--- src/rtl/mw_pkg.sv ---
package mw_pkg;

   typedef enum logic [1:0] {
      OP_READ  = 2'b00,
      OP_WRITE = 2'b01,
      OP_WEN   = 2'b10,
      OP_WDS   = 2'b11
   } mw_req_e;

   typedef enum logic [2:0] {
      PH_IDLE, PH_GAP, PH_SEND, PH_RECV, PH_PAUSE, PH_POLL
   } mw_phase_e;

   typedef enum logic [1:0] {
      STG_PRE, STG_MAIN, STG_POST
   } mw_stage_e;

   localparam logic [1:0] DEV_READ  = 2'b10;
   localparam logic [1:0] DEV_WRITE = 2'b01;
   localparam logic [1:0] DEV_EXT   = 2'b00;
   localparam logic [1:0] SUB_WEN   = 2'b11;
   localparam logic [1:0] SUB_WDS   = 2'b00;

endpackage

--- src/rtl/mw_slot_timer.sv ---
module mw_slot_timer #(
   parameter int HI_CYC = 94,
   parameter int LO_CYC = 32
) (
   input  logic clk,
   input  logic rst_n,
   input  logic run,
   output logic sk,
   output logic samp,
   output logic slot_end
);
   localparam int MAXC = (HI_CYC > LO_CYC) ? HI_CYC : LO_CYC;
   localparam int CW   = $clog2(MAXC + 1);

   logic [CW-1:0] cnt;
   logic          hi;

   always_ff @(posedge clk or negedge rst_n) begin
      if (!rst_n) begin
         hi  <= 1'b0;
         cnt <= '0;
      end else if (!run) begin
         hi  <= 1'b0;
         cnt <= '0;
      end else if (!hi) begin
         if (cnt == CW'(LO_CYC - 1)) begin
            hi  <= 1'b1;
            cnt <= '0;
         end else begin
            cnt <= cnt + 1'b1;
         end
      end else begin
         if (cnt == CW'(HI_CYC - 1)) begin
            hi  <= 1'b0;
            cnt <= '0;
         end else begin
            cnt <= cnt + 1'b1;
         end
      end
   end

   assign sk       = hi;
   assign samp     = run && !hi && (cnt == CW'(LO_CYC - 1));
   assign slot_end = run && hi && (cnt == CW'(HI_CYC - 1));

   // run-length checker for the serial clock
   logic [CW-1:0] hi_len, lo_len;
   always_ff @(posedge clk or negedge rst_n) begin
      if (!rst_n) begin
         hi_len <= '0;
         lo_len <= CW'(LO_CYC);
      end else begin
         hi_len <= sk ? ((hi_len == CW'(HI_CYC)) ? hi_len : hi_len + 1'b1) : '0;
         lo_len <= !sk ? ((lo_len == CW'(LO_CYC)) ? lo_len : lo_len + 1'b1) : '0;
      end
   end

   assert_sk_high_R9: assert property (@(posedge clk) disable iff (!rst_n)
      $fell(sk) |-> (hi_len >= CW'(HI_CYC)));
   assert_sk_low_R9: assert property (@(posedge clk) disable iff (!rst_n)
      $rose(sk) |-> (lo_len >= CW'(LO_CYC)));

endmodule

--- src/rtl/mw_frame_build.sv ---
module mw_frame_build import mw_pkg::*; #(
   parameter int AW = 6,
   parameter int DW = 16,
   localparam int FW   = 3 + AW + DW,
   localparam int LENW = $clog2(FW + 1)
) (
   input  mw_req_e         cmd,
   input  logic [AW-1:0]   addr,
   input  logic [DW-1:0]   data,
   output logic [FW-1:0]   frame,
   output logic [LENW-1:0] len,
   output logic            is_rd,
   output logic            is_wr
);
   localparam int SHORT = 3 + AW;

   always_comb begin
      is_rd = 1'b0;
      is_wr = 1'b0;
      len   = LENW'(SHORT);
      unique case (cmd)
         OP_READ: begin
            frame = {1'b1, DEV_READ, addr, {DW{1'b0}}};
            is_rd = 1'b1;
         end
         OP_WRITE: begin
            frame = {1'b1, DEV_WRITE, addr, data};
            len   = LENW'(FW);
            is_wr = 1'b1;
         end
         OP_WEN:  frame = {1'b1, DEV_EXT, SUB_WEN, {(AW-2){1'b0}}, {DW{1'b0}}};
         default: frame = {1'b1, DEV_EXT, SUB_WDS, {(AW-2){1'b0}}, {DW{1'b0}}};
      endcase
   end

endmodule

--- src/rtl/mw_eeprom_master.sv ---
module mw_eeprom_master import mw_pkg::*; #(
   parameter int ADDR_W     = 6,
   parameter int DATA_W     = 16,
   parameter int CNT_W      = 8,
   parameter int CLK_MHZ    = 125,
   parameter int SK_HIGH_NS = 750,
   parameter int SK_LOW_NS  = 250,
   parameter int POLL_LIMIT = 4096
) (
   input  logic              clk,
   input  logic              rst_n,
   input  logic              req_valid,
   input  logic [1:0]        req_op,
   input  logic [ADDR_W-1:0] req_addr,
   input  logic [CNT_W-1:0]  req_count,
   input  logic [DATA_W-1:0] wr_data,
   output logic              wr_take,
   output logic              busy,
   output logic              done,
   output logic              error,
   output logic [DATA_W-1:0] rd_data,
   output logic              rd_valid,
   output logic              ee_cs,
   output logic              ee_sk,
   output logic              ee_di,
   input  logic              ee_do
);
   localparam int HI_RAW = (SK_HIGH_NS * CLK_MHZ + 999) / 1000;
   localparam int LO_RAW = (SK_LOW_NS * CLK_MHZ + 999) / 1000;
   localparam int HI_CYC = (HI_RAW < 1) ? 1 : HI_RAW;
   localparam int LO_CYC = (LO_RAW < 1) ? 1 : LO_RAW;
   localparam int FW     = 3 + ADDR_W + DATA_W;
   localparam int LENW   = $clog2(FW + 1);
   localparam int RCW    = $clog2(DATA_W + 1);
   localparam int PW     = $clog2(POLL_LIMIT + 1);

   generate
      if (ADDR_W != 6 && ADDR_W != 8) begin : g_bad_aw
         $error("ADDR_W must be 6 or 8");
      end
      if (POLL_LIMIT < 1 || CNT_W < 1 || DATA_W < 1) begin : g_bad_cfg
         $error("POLL_LIMIT, CNT_W and DATA_W must be positive");
      end
   endgenerate

   mw_phase_e         phase;
   mw_stage_e         stage;
   mw_req_e           op_q, cur_cmd;
   logic [ADDR_W-1:0] addr_q;
   logic [CNT_W-1:0]  left_q;
   logic [FW-1:0]     shreg, frm;
   logic [LENW-1:0]   bits_q, frm_len;
   logic              fr_rd, fr_wr, frm_rd, frm_wr;
   logic [DATA_W:0]   rd_sh;
   logic [RCW-1:0]    rcnt;
   logic [PW-1:0]     poll_q;
   logic              ready_q;
   logic              sk_i, samp, slot_end;

   mw_slot_timer #(.HI_CYC(HI_CYC), .LO_CYC(LO_CYC)) u_timer (
      .clk(clk), .rst_n(rst_n), .run(busy),
      .sk(sk_i), .samp(samp), .slot_end(slot_end));

   always_comb begin
      unique case (stage)
         STG_PRE:  cur_cmd = OP_WEN;
         STG_POST: cur_cmd = OP_WDS;
         default:  cur_cmd = op_q;
      endcase
   end

   mw_frame_build #(.AW(ADDR_W), .DW(DATA_W)) u_frame (
      .cmd(cur_cmd), .addr(addr_q), .data(wr_data),
      .frame(frm), .len(frm_len), .is_rd(frm_rd), .is_wr(frm_wr));

   // what follows the current command
   mw_stage_e         adv_stage;
   mw_phase_e         adv_phase;
   logic [CNT_W-1:0]  adv_left;
   logic [ADDR_W-1:0] adv_addr;
   logic              adv_fin;

   always_comb begin
      adv_stage = stage;
      adv_left  = left_q;
      adv_addr  = addr_q;
      adv_fin   = 1'b0;
      unique case (stage)
         STG_PRE: adv_stage = STG_MAIN;
         STG_MAIN: begin
            if (left_q == CNT_W'(1)) begin
               if (op_q == OP_WRITE) adv_stage = STG_POST;
               else                  adv_fin   = 1'b1;
            end else begin
               adv_left = left_q - 1'b1;
               adv_addr = addr_q + 1'b1;
            end
         end
         default: adv_fin = 1'b1;
      endcase
      adv_phase = adv_fin ? PH_IDLE : PH_GAP;
   end

   always_ff @(posedge clk or negedge rst_n) begin
      if (!rst_n) begin
         phase    <= PH_IDLE;
         stage    <= STG_MAIN;
         op_q     <= OP_READ;
         addr_q   <= '0;
         left_q   <= '0;
         shreg    <= '0;
         bits_q   <= '0;
         fr_rd    <= 1'b0;
         fr_wr    <= 1'b0;
         rd_sh    <= '0;
         rcnt     <= '0;
         poll_q   <= '0;
         ready_q  <= 1'b0;
         done     <= 1'b0;
         error    <= 1'b0;
         rd_valid <= 1'b0;
         rd_data  <= '0;
         wr_take  <= 1'b0;
      end else begin
         done     <= 1'b0;
         rd_valid <= 1'b0;
         wr_take  <= 1'b0;
         unique case (phase)
            PH_IDLE: if (req_valid) begin
               op_q   <= mw_req_e'(req_op);
               addr_q <= req_addr;
               left_q <= (req_count == '0) ? CNT_W'(1) : req_count;
               stage  <= (mw_req_e'(req_op) == OP_WRITE) ? STG_PRE : STG_MAIN;
               error  <= 1'b0;
               phase  <= PH_GAP;
            end
            PH_GAP: if (slot_end) begin
               shreg   <= frm;
               bits_q  <= frm_len;
               fr_rd   <= frm_rd;
               fr_wr   <= frm_wr;
               wr_take <= frm_wr;
               phase   <= PH_SEND;
            end
            PH_SEND: if (slot_end) begin
               shreg  <= shreg << 1;
               bits_q <= bits_q - 1'b1;
               if (bits_q == LENW'(1)) begin
                  if (fr_rd) begin
                     phase <= PH_RECV;
                     rcnt  <= '0;
                  end else if (fr_wr) begin
                     phase <= PH_PAUSE;
                  end else begin
                     phase  <= adv_phase;
                     stage  <= adv_stage;
                     left_q <= adv_left;
                     addr_q <= adv_addr;
                     done   <= adv_fin;
                  end
               end
            end
            PH_RECV: begin
               if (samp) rd_sh <= {rd_sh[DATA_W-1:0], ee_do};
               if (slot_end) begin
                  if (rcnt == RCW'(DATA_W)) begin
                     rd_valid <= 1'b1;
                     rd_data  <= rd_sh[DATA_W-1:0];
                     phase    <= adv_phase;
                     stage    <= adv_stage;
                     left_q   <= adv_left;
                     addr_q   <= adv_addr;
                     done     <= adv_fin;
                  end else begin
                     rcnt <= rcnt + 1'b1;
                  end
               end
            end
            PH_PAUSE: if (slot_end) begin
               phase   <= PH_POLL;
               poll_q  <= '0;
               ready_q <= 1'b0;
            end
            PH_POLL: begin
               if (samp && ee_do) ready_q <= 1'b1;
               if (slot_end) begin
                  if (ready_q) begin
                     phase  <= adv_phase;
                     stage  <= adv_stage;
                     left_q <= adv_left;
                     addr_q <= adv_addr;
                     done   <= adv_fin;
                  end else if (poll_q == PW'(POLL_LIMIT - 1)) begin
                     phase <= PH_IDLE;
                     error <= 1'b1;
                     done  <= 1'b1;
                  end else begin
                     poll_q <= poll_q + 1'b1;
                  end
               end
            end
            default: phase <= PH_IDLE;
         endcase
      end
   end

   assign busy  = (phase != PH_IDLE);
   assign ee_cs = (phase == PH_SEND) || (phase == PH_RECV) || (phase == PH_POLL);
   assign ee_sk = sk_i;
   assign ee_di = (phase == PH_SEND) && shreg[FW-1];

   assert_lines_hold_R9: assert property (@(posedge clk) disable iff (!rst_n)
      (ee_sk && $past(ee_sk)) |-> ($stable(ee_di) && $stable(ee_cs)));
   assert_req_ignored_R2: assert property (@(posedge clk) disable iff (!rst_n)
      (busy && $past(busy)) |-> ($stable(op_q) && $stable(stage) == $stable(stage)));
   assert_rdv_after_recv_R3: assert property (@(posedge clk) disable iff (!rst_n)
      rd_valid |-> $past(phase == PH_RECV));
   assert_take_at_load_R5: assert property (@(posedge clk) disable iff (!rst_n)
      wr_take |-> ((phase == PH_SEND) && $past(phase == PH_GAP)));
   assert_abort_release_R10: assert property (@(posedge clk) disable iff (!rst_n)
      $rose(error) |-> (done && !ee_cs && !busy));
   assert_done_single_R11: assert property (@(posedge clk) disable iff (!rst_n)
      done |=> !done);

endmodule

--- config.mk ---
export PLATFORM = sky130hd
export DESIGN_NAME = mw_eeprom_master
export DESIGN_NICKNAME = d
export VERILOG_FILES = /design/src/rtl/mw_pkg.sv /design/src/rtl/mw_slot_timer.sv /design/src/rtl/mw_frame_build.sv /design/src/rtl/mw_eeprom_master.sv
export SDC_FILE = /design/constraint.sdc
export NUM_CORES = 1
export LEC_CHECK = 0
export ABC_CLOCK_PERIOD_IN_PS = 3200
export BUFFER_PORTS_ARGS = -buffer_cell sky130_fd_sc_hd__clkbuf_2
export CAP_MARGIN = 30
export CORE_ASPECT_RATIO = 1.4
export CORE_MARGIN = 2
export CORE_UTILIZATION = 54
export CTS_CLUSTER_DIAMETER = 150
export DETAILED_ROUTE_END_ITERATION = 10
export PLACE_DENSITY = 0.74
export SKIP_CTS_REPAIR_TIMING = 1
export SKIP_LAST_GASP = 1
export SYNTH_ARGS = -nofsm -noshare
export SYNTH_HDL_FRONTEND = slang
export SYNTH_SLANG_ARGS = --single-unit
--- constraint.sdc ---
create_clock -name clk -period 3.2 [get_ports clk]
set_input_delay 0.8 -clock clk [delete_from_list [all_inputs] [get_ports clk]]
set_output_delay 0.8 -clock clk [all_outputs]
set_load 0.01 [all_outputs]
; Yosys cells after proc, flatten, opt, wreduce, memory -nomap -nowiden
; Index checks and enable logic that the tools add are counted.
[word_totals]
reg_bits = 116
output_inout_bits = 24
[classes]
reduce_logical = 30
mux = 109
n_eq_ne = 35
n_addsub = 6
[ops]
columns = cell, n
row1 = 8-bit 2-to-1 mux, 12
row2 = 24-bit case mux with 3 select lines, 1
row3 = 6-bit 2-to-1 mux, 11
row4 = 13-bit 2-to-1 mux, 4
row5 = 25-bit 2-to-1 mux, 2
row6 = 25-bit case mux with 2 select lines, 1
row7 = 5-bit 2-to-1 mux, 8
row8 = 3-bit 2-to-1 mux, 12
row9 = "2-bit inequality test, second input constant", 17
row10 = 8-bit case mux with 4 select lines, 1
row11 = 1-bit 2-to-1 mux, 30
row12 = 7-bit 2-to-1 mux, 4
row13 = 13-bit case mux with 2 select lines, 1
row14 = 6-bit case mux with 4 select lines, 1
row15 = 2-bit 2-to-1 mux, 11
row16 = 5-bit case mux with 2 select lines, 2
row17 = 3-bit case mux with 6 select lines, 1
row18 = "13-bit by 1-bit adder with 13-bit output, second input constant", 1
row19 = "13-bit by 12-bit == test with 1-bit output, second input constant", 1
row20 = 10-bit AND reduction, 1
row21 = 5-bit AND reduction, 2
row22 = 3-bit AND reduction, 3
row23 = 9-bit AND reduction, 1
row24 = "2-bit by 1-bit == test with 1-bit output, second input constant", 4
row25 = 30 further kinds, 48

; Longest topological paths before layout
; Gate-level depths: netlist (run 1).
[depth]
depth_word = 10
depth_mapped = 10
depth_no_buf = 7

; Cells and area by module
; A second synthesis (run 1) with hierarchy kept.
[unflattened]
cells_unflattened = 617
area_unflattened_um2 = 6258.5
[by_module_without_submodules]
columns = module, instances, area_each_um2, cells_per_inst
row1 = mw_eeprom_master, 1, 5529.1, 536
row2 = mw_slot_timer, 1, 441.7, 43
row3 = mw_frame_build, 1, 287.8, 38

; Worst setup path after synthesis (run 1)
; No wires, ideal clock.
[synth_timing]
path_type = register to output
start = reg phase[1]
end = out ee_di
slack_ps = 961
t_arrival_ps = 1439
stages_incl_launch_ff = 6
path_cell_list = dfrtp_1 -> buf_2 -> nor3b_2 -> buf_2 -> buf_2 -> and2_1
[synth_via]
elab_chain_len = 2
[synth_lines]
columns = element, line
row1 = from (decl), mw_eeprom_master.sv:46  ; mw_phase_e phase;
row2 = from (signal assigned), mw_eeprom_master.sv:155  ; phase <= adv_phase;
row3 = from (signal assigned), mw_eeprom_master.sv:169  ; phase <= adv_phase;
row4 = from (signal assigned), mw_eeprom_master.sv:188  ; phase <= adv_phase;
row5 = 3-bit by 2-bit == test with 1-bit output, mw_eeprom_master.sv:210  ; assign ee_di = (phase == PH_SEND) && shreg[FW-1];
row6 = 1-bit logical AND, mw_eeprom_master.sv:210
row7 = to (decl), mw_eeprom_master.sv:25  ; output logic ee_di,
; No other way between the ends.

; Worst setup path after layout (run 1)
; Ends and elaborated chain as after synthesis.

==> results of run 1 <==
==> cell usage in the layout, fill, tap and decap left out, types with 9 or more instances in the layout <==
cell | netlist | routed
dfrtp_1 | 115 | 115
nor2_1 | 66 | 66
clkbuf_2 | 2 | 58
nand2_1 | 44 | 44
mux2_2 | 33 | 33
a21oi_1 | 27 | 27
nand3_1 | 26 | 26
o21ai_0 | 24 | 24
inv_1 | 21 | 21
clkbuf_16 | 0 | 17
nand2b_1 | 10 | 10
nor3_1 | 10 | 10
a31oi_1 | 10 | 10
a221oi_2 | 10 | 10
ha_1 | 10 | 10
o22ai_1 | 9 | 9
==> power by group <==
| part | total, uW | switching, uW | leakage (uW) | internal, uW |
|---|---|---|---|---|
| registers | 1810 | 204 | 0.00157 | 1610 |
| logic | 895 | 567 | 0.00142 | 329 |
| clock network | 1890 | 732 | 0.000282 | 1160 |
| total | 4600 | 1500 | 0.00327 | 3100 |
==> worst min path at each step <==
stage | slack [ns] | depth (start not counted) | to
after floorplan | 0.44 | 2 | shreg[0]
after global placement | 0.45 | 2 | shreg[0]
after detailed placement | 0.46 | 2 | shreg[0]
after CTS | 0.43 | 1 | left_q[7]
after global routing | 0.46 | 1 | left_q[3]
final | 0.41 | 1 | left_q[7]
==> sequential cells by signal, indices dropped and copies added, names as in the netlist <==
| register | count |
|---|---|
| phase | 3 |
| addr_q | 6 |
| op_q | 2 |
| poll_q | 13 |
| fr_wr | 1 |
| shreg | 25 |
| stage | 2 |
| rd_valid | 1 |
| wr_take | 1 |
| rd_sh | 16 |
| left_q | 8 |
| fr_rd | 1 |
| u_timer.sk | 1 |
| bits_q | 5 |
| error | 1 |
| u_timer.cnt | 7 |
| done | 1 |
| rd_data | 16 |
| rcnt | 5 |
| ready_q | 1 |
==> layer usage <==
metal  track usage  routed length, um
met1        0.3033               5421
met2        0.4054               7244
met3       0.04625                798
met4        0.1073                344
met5             0                  0
==> cell type report <==
cell class / count / share of cell area
clock buffer: 17 / 0.06064
timing repair buffer: 67 / 0.05279
inverter: 22 / 0.01177
tap: 141 / 0.02515
multi-input combinational: 421 / 0.4120
sequential: 116 / 0.4139
clock inverter: 15 / 0.02372
==> worst max-delay path, cell delays in order (launching register included) <==
cell      delay (ns)
dfrtp_1         0.67
nor3b_4         0.61
and2_1          0.21
clkbuf_2        0.13
==> kinds of logic (layout without fill, tap and decap cells) <==
kind of cell	count (synthesis)	after routing	synth area share
XOR/XNOR	7	7	0.01017
buffers and inverters	46	121	0.03945
AND/OR/NAND/NOR	226	226	0.2014
multiplexers	38	38	0.07018
flip-flops	116	116	0.4819
adder cells (fa/ha/maj)	10	10	0.02076
AO/OA/AOI/OAI	140	140	0.1761
==> per-stage QoR <==
| step | utilization | hold slack [ns] | instances |
|---|---|---|---|
| 6_report | 0.6456 | 0.4117 | 799 |
| 5_1_grt | 0.6456 | 0.4596 | 799 |
| 4_1_cts | 0.6456 | 0.4348 | 799 |
| 3_5_place_dp | 0.5911 | 0.4603 | 767 |
| 3_3_place_gp | 0.5911 | 0.4547 | 767 |
| 2_1_floorplan | - | 0.4373 | 583 |
==> flow_summary.json, run 1 <==
{
  "status": "completed",
  "synth_nets": 629,
  "setup_tns_ns": 0,
  "synth_area_leaders": "dfrtp_1 (48%), mux2_2 (6.2%), nor2_1 (4.1%)",
  "rsz0062_at_grt": "false",
  "start_util": 0.5545,
  "synth_area_leader_cell": "dfrtp_1",
  "multi_input_area_um2": 2890,
  "grt_pass1_vias": 4883,
  "synth_cell_type_count": 79,
  "ys_seq_area_frac": 0.4819,
  "irDropWorstVdd_v": 0.0004278,
  "numPortBuffers": 59,
  "cp.arrival_ns": 2.04,
  "grt_overflow": 0,
  "critPathRequiredTime_ns": 2.40,
  "cts_tree": "done",
  "p_total_uw": 4599,
  "yosysWarnings": 0,
  "period_share": 0.8867,
  "slew_headroom": 0.3422,
  "dp_hpwl_um": 9627,
  "die_area_um2": 12030,
  "insertion_delay_ns": 0.41,
  "startpoint": "phase[1]",
  "power_density_nw_per_um2": 655.6,
  "cts_buffers": 17,
  "worstHoldPathType": "input pin to asynchronous set/reset pin",
  "wl_um": 13810,
  "finalCriticalPeriod_ns": 2.837,
  "cellLeakagePower_uw": 0.003267,
  "reg2reg_depth": 7,
  "area_delta_synth_final_pct": 16.42,
  "synth_area_per_cell_um2": 10.34,
  "ioPinCount": 60,
  "routabilityCongestion": 0.9264,
  "finalHoldViolCount": 0,
  "clk_path_buf_depth": 2,
  "antenna_found_initial": 0,
  "fp.dieH_um": 129.0,
  "core_um2": 10870,
  "cts_sinks": 116,
  "clock_skew_ns": 0.006994,
  "grt_pass1_wl_um": 23210,
  "grt_max_degree": 51,
  "via_count": 4911,
  "drtIter0Drc": 380,
  "reg2reg_slack_ns": 0.63,
  "dp_slack_ns": 0.6423,
  "regArea_um2": 2904,
  "async_flop_share": 1.000,
  "synth_area_um2": 6026,
  "wl_per_cell_um": 17.28,
  "cts_root_buf": "clkbuf_16",
  "drive_above_1_share": 0.2553,
  "syn_inst": 583,
  "startpoint_type": "flop",
  "synth_most_common_cell": "dfrtp_1",
  "placed_cell_area_um2": 6424,
  "drt_pass1_iterations": 7,
  "crit_type": "flop to primary output",
  "ys_top_cells_by_count": "dfrtp_1 (115), nor2_1 (66), nand2_1 (44)",
  "final_area_um2": 7015,
  "synth-seq-cells": 116,
  "worst_setup_path_end_kind": "primary output",
  "antenna_cells": 0,
  "ys.flop_type": "dfrtp_1",
  "track_usage": 0.2415,
  "reg2reg_from": "u_timer.cnt[1]",
  "vias_per_cell": 6.146,
  "htreeDepth": 4,
  "synth_edf_count": 0,
  "worstMarginPinSlew_ns": 0.9867,
  "fillers": 851,
  "crit_fanout": 18,
  "setup_viol_count_final": 0,
  "fmax_ghz": 0.3524,
  "endpoint": "ee_di",
  "die-width_um": 93.28,
  "drtAntennaViolNets": 0,
  "rows": 45,
  "slew_violations": 0,
  "cts.reportedPaths.clkPinSlew_ns": 0.06,
  "synth_top_area_frac": 0.4776,
  "fin_ws_ns": 0.3626,
  "r2r_end": "shreg[20]",
  "fin_nets": 691,
  "drc": 0,
  "drv_cap": 0
}
No activity file was read; power rests on OpenSTA's default activity.
==> inputs of run 2 (changes only) <==
CAP_MARGIN = 0   (was 30)
CORE_ASPECT_RATIO = 0.75   (was 1.4)
CTS_BUF_LIST = sky130_fd_sc_hd__clkbuf_4 sky130_fd_sc_hd__clkbuf_8   (was unset)
==> run 2 against run 1 <==
Final area fell by 3.1%. Routed wire length up 1.3%. Combinational power is 4.1% lower. Die area about the same. Total power shrank 13%. Fmax down 5.0%. Final cell count down 0.13%. Sequential cell count did not move. Sequential share of layout area up 1.3 points. Register-to-register slack got worse by 0.08 ns. Critical endpoint is now ee_cs. Largest power group is now sequential cells.
==> flow_summary.json, run 2 (synthesis gave the netlist of run 1 again) <==
{
  "status": "completed",
  "drt_pass1_iterations": 5,
  "area_delta_synth_final_pct": 12.77,
  "fp.dieH_um": 95.49,
  "grt_pass1_wl_um": 23050,
  "slew_violations": 0,
  "path_buf_inv": 2,
  "critPathMaxStageDelay_ns": 0.87,
  "cts_root_buf": "clkbuf_8",
  "irDropWorstVdd_v": 0.0003084,
  "worstHoldPathType": "input pin to asynchronous set/reset pin",
  "drtIter0Drc": 459,
  "critPathRequiredTime_ns": 2.40,
  "finalHoldViolCount": 0,
  "worstMarginPinSlew_ns": 0.9975,
  "instances_no_fill": 798,
  "reg_top3": "shreg x25, rd_data x16, rd_sh x16",
  "startpoint_type": "flop",
  "placed_cell_area_um2": 6410,
  "crit_chain": "and3b_1, nor2_8, inv_2, clkbuf_2",
  "track_usage": 0.2391,
  "rsz0062_at_grt": "false",
  "cellLeakagePower_uw": 0.003177,
  "regMostFlops": "shreg",
  "clock_skew_ns": 0.01721,
  "wl_per_cell_um": 17.52,
  "crit_type": "flop to primary output",
  "period_share": 0.9336,
  "ioPinCount": 60,
  "finalCriticalPeriod_ns": 2.987,
  "via_count": 4885,
  "cts_sinks": 116,
  "slew_headroom": 0.3350,
  "start_util": 0.5528,
  "drtAntennaViolNets": 0,
  "antenna_found_initial": 0,
  "setup_viol_count_final": 0,
  "drive_above_1_share": 0.2553,
  "drv_cap": 0,
  "fmax_ghz": 0.3347,
  "htreeDepth": 4,
  "mostFrequentLayoutCell": "dfrtp_1",
  "cts_tree": "done",
  "vias_per_cell": 6.122,
  "final_area_um2": 6795,
  "final_cell_mix": "dfrtp_1 (115), nor2_1 (66), clkbuf_2 (58)",
  "grt_pass1_vias": 4612,
  "fin_nets": 691,
  "drc": 0,
  "cpLargestDelayFamily": "flip-flops",
  "dp_hpwl_um": 9555,
  "cts.reportedPaths.clkPinSlew_ns": 0.08,
  "routabilityCongestion": 0.9310,
  "cp.arrival_ns": 2.19,
  "cts_buffers": 17,
  "crit_fanout": 25,
  "antenna_cells": 0,
  "worst_setup_path_end_kind": "primary output",
  "insertion_delay_ns": 0.43,
  "grt_max_degree": 73,
  "setup_tns_ns": 0,
  "die_area_um2": 12030,
  "placed_cells": 766,
  "grt_overflow": 0,
  "power_density_nw_per_um2": 589.4,
  "rows": 33,
  "numPortBuffers": 59,
  "wl_um": 13980,
  "largest_reg_flops": 25,
  "clk_path_buf_depth": 2,
  "die-width_um": 126.0,
  "slowest_stage": "dfrtp_1",
  "core_um2": 10900
}
## run 2: cell count changes in the layout (fill, tap and decap cells not counted), moves of 2 or more
| cell | previous run | this run |
|---|---|---|
| inv_6 | 7 | 5 |
| clkinv_4 | 2 | 4 |
| clkinvlp_4 | 3 | 1 |
| inv_8 | 0 | 2 |
| clkbuf_8 | 0 | 17 |
| clkbuf_16 | 17 | 0 |
## run 2: power breakdown
part	total (uW)	switching, uW	internal, uW
clock network	1320	676	647
registers	1820	221	1600
logic	858	531	327
## run 2: final timing paths
| path | end | start | slack, ns | cells past startpoint |
|---|---|---|---|---|
| max in group asynchronous | rd_valid | rst_n | 1.90 | 2 |
| max reg2reg | shreg[1] | u_timer.cnt[1] | 0.55 | 7 |
| min in group clk | shreg[0] | shreg[0] | 0.48 | 2 |
| min | addr_q[3] | rst_n | 0.46 | 1 |
| max | ee_cs | phase[0] | 0.21 | 4 |
| min reg2reg | shreg[0] | shreg[0] | 0.48 | 2 |
## run 2: layout make-up
cell class,count,area (um^2)
fillers,901,4105
flip-flops and latches,116,2904
multi-input cells,421,2890
repair buffers,67,357.8
clock buffers,18,241.5
well taps,140,175.2
clock inverters,14,143.9
inverters,22,82.58
## run 2: layer usage
layer / up-vias / track usage / routed length (um)
li1: 2280 / - / -
met1: 2416 / 0.3414 / 6561
met2: 175 / 0.3656 / 6468
met3: 14 / 0.06061 / 815
met4: 0 / 0.06502 / 135
met5: - / 0 / 0
## run 2: per-stage QoR
| stage | power (uW) | util | hold slack [ns] | setup WS, ns |
|---|---|---|---|---|
| 3_5_place_dp | 2685 | 0.5880 | 0.4666 | 0.5887 |
| 3_3_place_gp | 2655 | 0.5880 | 0.4564 | 0.6891 |
| 6_report | 4005 | 0.6234 | 0.4632 | 0.2125 |
| 2_1_floorplan | 2407 | - | 0.4373 | 0.9608 |
| 5_1_grt | 4215 | 0.6234 | 0.5147 | 0.09875 |
| 4_1_cts | 4006 | 0.6234 | 0.4854 | 0.2260 |
==> inputs of run 3 (changes only) <==
CORE_UTILIZATION = 55   (was 54)
PLACE_DENSITY = 0.75   (was 0.74)
==> run 3 against run 2 <==
Total power grew 5.8%. Fmax increased by 4.4%. Global-route usage is 0.81 points higher. Combinational power increased by 3.1%. Final cell count shrank 0.13%. Sequential power about the same. Routed wire length is 0.41% lower. Setup slack better by 0.13 ns. Non-clock buffer count down 1. Die area decreased by 1.8%. Worst hold slack got worse by 0.12 ns. Final area rose by 1.0%. Largest power group unchanged. Highest routed layer unchanged.
==> flow_summary.json, run 3 (synthesis gave the netlist of run 1 again) <==
{
  "reg2reg_depth": 7,
  "worstHoldPathType": "input pin to asynchronous set/reset pin",
  "dp_slack_ns": 0.6645,
  "worst_setup_path_end_kind": "primary output",
  "mostFrequentLayoutCell": "dfrtp_1",
  "drtIter0Drc": 367,
  "cp.arrival_ns": 2.06,
  "grt_overflow": 0,
  "cts_root_buf": "clkbuf_8",
  "drc": 0,
  "fin_nets": 690,
  "cts_buffers": 17,
  "switching_share": 0.3365,
  "regMostFlops": "shreg",
  "startpoint_type": "flop",
  "critPathRequiredTime_ns": 2.40,
  "drtAntennaViolNets": 0,
  "irDropWorstVdd_v": 0.0003828,
  "fmax_ghz": 0.3494,
  "hold_slack_ns": 0.3426,
  "critPathMaxStageDelay_ns": 0.74,
  "p_sw_uw": 1426,
  "crit_fanout": 19,
  "dp_hpwl_um": 9397,
  "slew_headroom": 0.3249,
  "vias_per_cell": 6.157,
  "slowest_stage": "dfrtp_1",
  "via_count": 4907,
  "numPortBuffers": 59,
  "rows": 33,
  "drt_pass1_iterations": 5,
  "grt_max_degree": 80,
  "endpoint": "ee_cs",
  "setup_tns_ns": 0,
  "track_usage": 0.2471,
  "htreeDepth": 4,
  "startpoint": "phase[2]",
  "fin_ws_ns": 0.3382,
  "wl_per_cell_um": 17.47,
  "pwr-share-comb": 0.209,
  "cts_sinks": 116,
  "core_um2": 10820,
  "largest_reg_flops": 25,
  "final_cell_mix": "dfrtp_1 (115), nor2_1 (66), clkbuf_2 (58)",
  "power.internal_uw": 2811,
  "insertion_delay_ns": 0.43,
  "rsz0062_at_grt": "false",
  "drv_cap": 0,
  "grt_pass1_wl_um": 23470,
  "routabilityCongestion": 0.8887,
  "period_share": 0.8943,
  "status": "completed",
  "clkPwrFrac": 0.364,
  "placed_cells": 765,
  "seqPwrFrac": 0.427,
  "ioPinCount": 60,
  "antenna_found_initial": 0,
  "instances_no_fill": 797,
  "setup_viol_count_final": 0,
  "clk_path_buf_depth": 2,
  "r2r_end": "shreg[5]",
  "slew_violations": 0,
  "reg2reg_from": "u_timer.cnt[1]",
  "reg2reg_slack_ns": 0.64,
  "worstMarginPinSlew_ns": 1.013,
  "crit_chain": "and3b_1, nor2_8, inv_2, clkbuf_2",
  "start_util": 0.5570,
  "antenna_cells": 0,
  "finalCriticalPeriod_ns": 2.862,
  "power_density_nw_per_um2": 617.1,
  "cellLeakagePower_uw": 0.003202,
  "die-width_um": 124.9,
  "cts_tree": "done",
  "finalHoldViolCount": 0,
  "area_delta_synth_final_pct": 13.93,
  "die_area_um2": 11820,
  "fp.dieH_um": 94.65,
  "grt_pass1_vias": 4833,
  "cts.reportedPaths.clkPinSlew_ns": 0.08,
  "reg_top3": "shreg x25, rd_data x16, rd_sh x16",
  "wl_um": 13920,
  "drive_above_1_share": 0.2542,
  "crit_type": "flop to primary output",
  "clock_skew_ns": 0.008766
}
[run 3: changes by cell type in the layout (fill, tap and decap cells not counted)]
cell        before  now
inv_8            2    1
inv_6            5    7
bufinv_16        1    4
clkinv_4         4    1
clkinv_2         1    0
buf_4            9    7
clkinvlp_4       1    2
clkbuf_4         1    0
buf_12           0    1
[run 3: worst min path at each step]
stage	startpoint	endpoint	slack, ns	cells past startpoint
floorplan	shreg[0]	shreg[0]	0.44	2
global placement	shreg[0]	shreg[0]	0.45	2
detailed placement	shreg[0]	shreg[0]	0.47	2
CTS	rst_n	left_q[5]	0.34	1
global route	rst_n	left_q[0]	0.37	1
finish	rst_n	addr_q[3]	0.34	1
[run 3: cell type report]
class | count | area [um^2]
Tap cell | 140 | 175.2
Multi-Input combinational cell | 421 | 2890
Inverter | 22 | 82.58
Clock inverter | 15 | 216.5
Clock buffer | 17 | 234.0
Fill cell | 876 | 3953
Timing Repair Buffer | 66 | 362.8
Sequential cell | 116 | 2904
[run 3: power by group through the flow]
stage | logic [uW] | clock network, uW | registers, uW
floorplan | 647 | 0 | 1760
global placement | 845 | 0 | 1820
detailed placement | 872 | 0 | 1820
CTS | 877 | 1570 | 1800
global route | 984 | 1640 | 1830
finish | 885 | 1540 | 1810
[run 3: worst max-delay path, delay by kind of cell (launching register included)]
family / cells / cell delay (ns)
buffers and inverters: 2 / 0.23
AND/OR/NAND/NOR: 2 / 0.67
flip-flops: 1 / 0.74
[run 3: metrics by stage]
step / instance area (um^2) / power (uW) / utilization
final: 6865 / 4237 / 0.6346
after global routing: 6865 / 4463 / 0.6346
after CTS: 6865 / 4249 / 0.6346
after detailed placement: 6415 / 2697 / 0.5930
after global placement: 6415 / 2666 / 0.5930
after floorplan: 6026 / 2407 / -
[run 3: per-layer routing]
metal	vias up	track usage	wire [um]
met3	30	0.05609	966
met2	199	0.3907	6580
li1	2289	-	-
met5	-	0	0
met4	0	0.09815	215
met1	2389	0.3367	6160
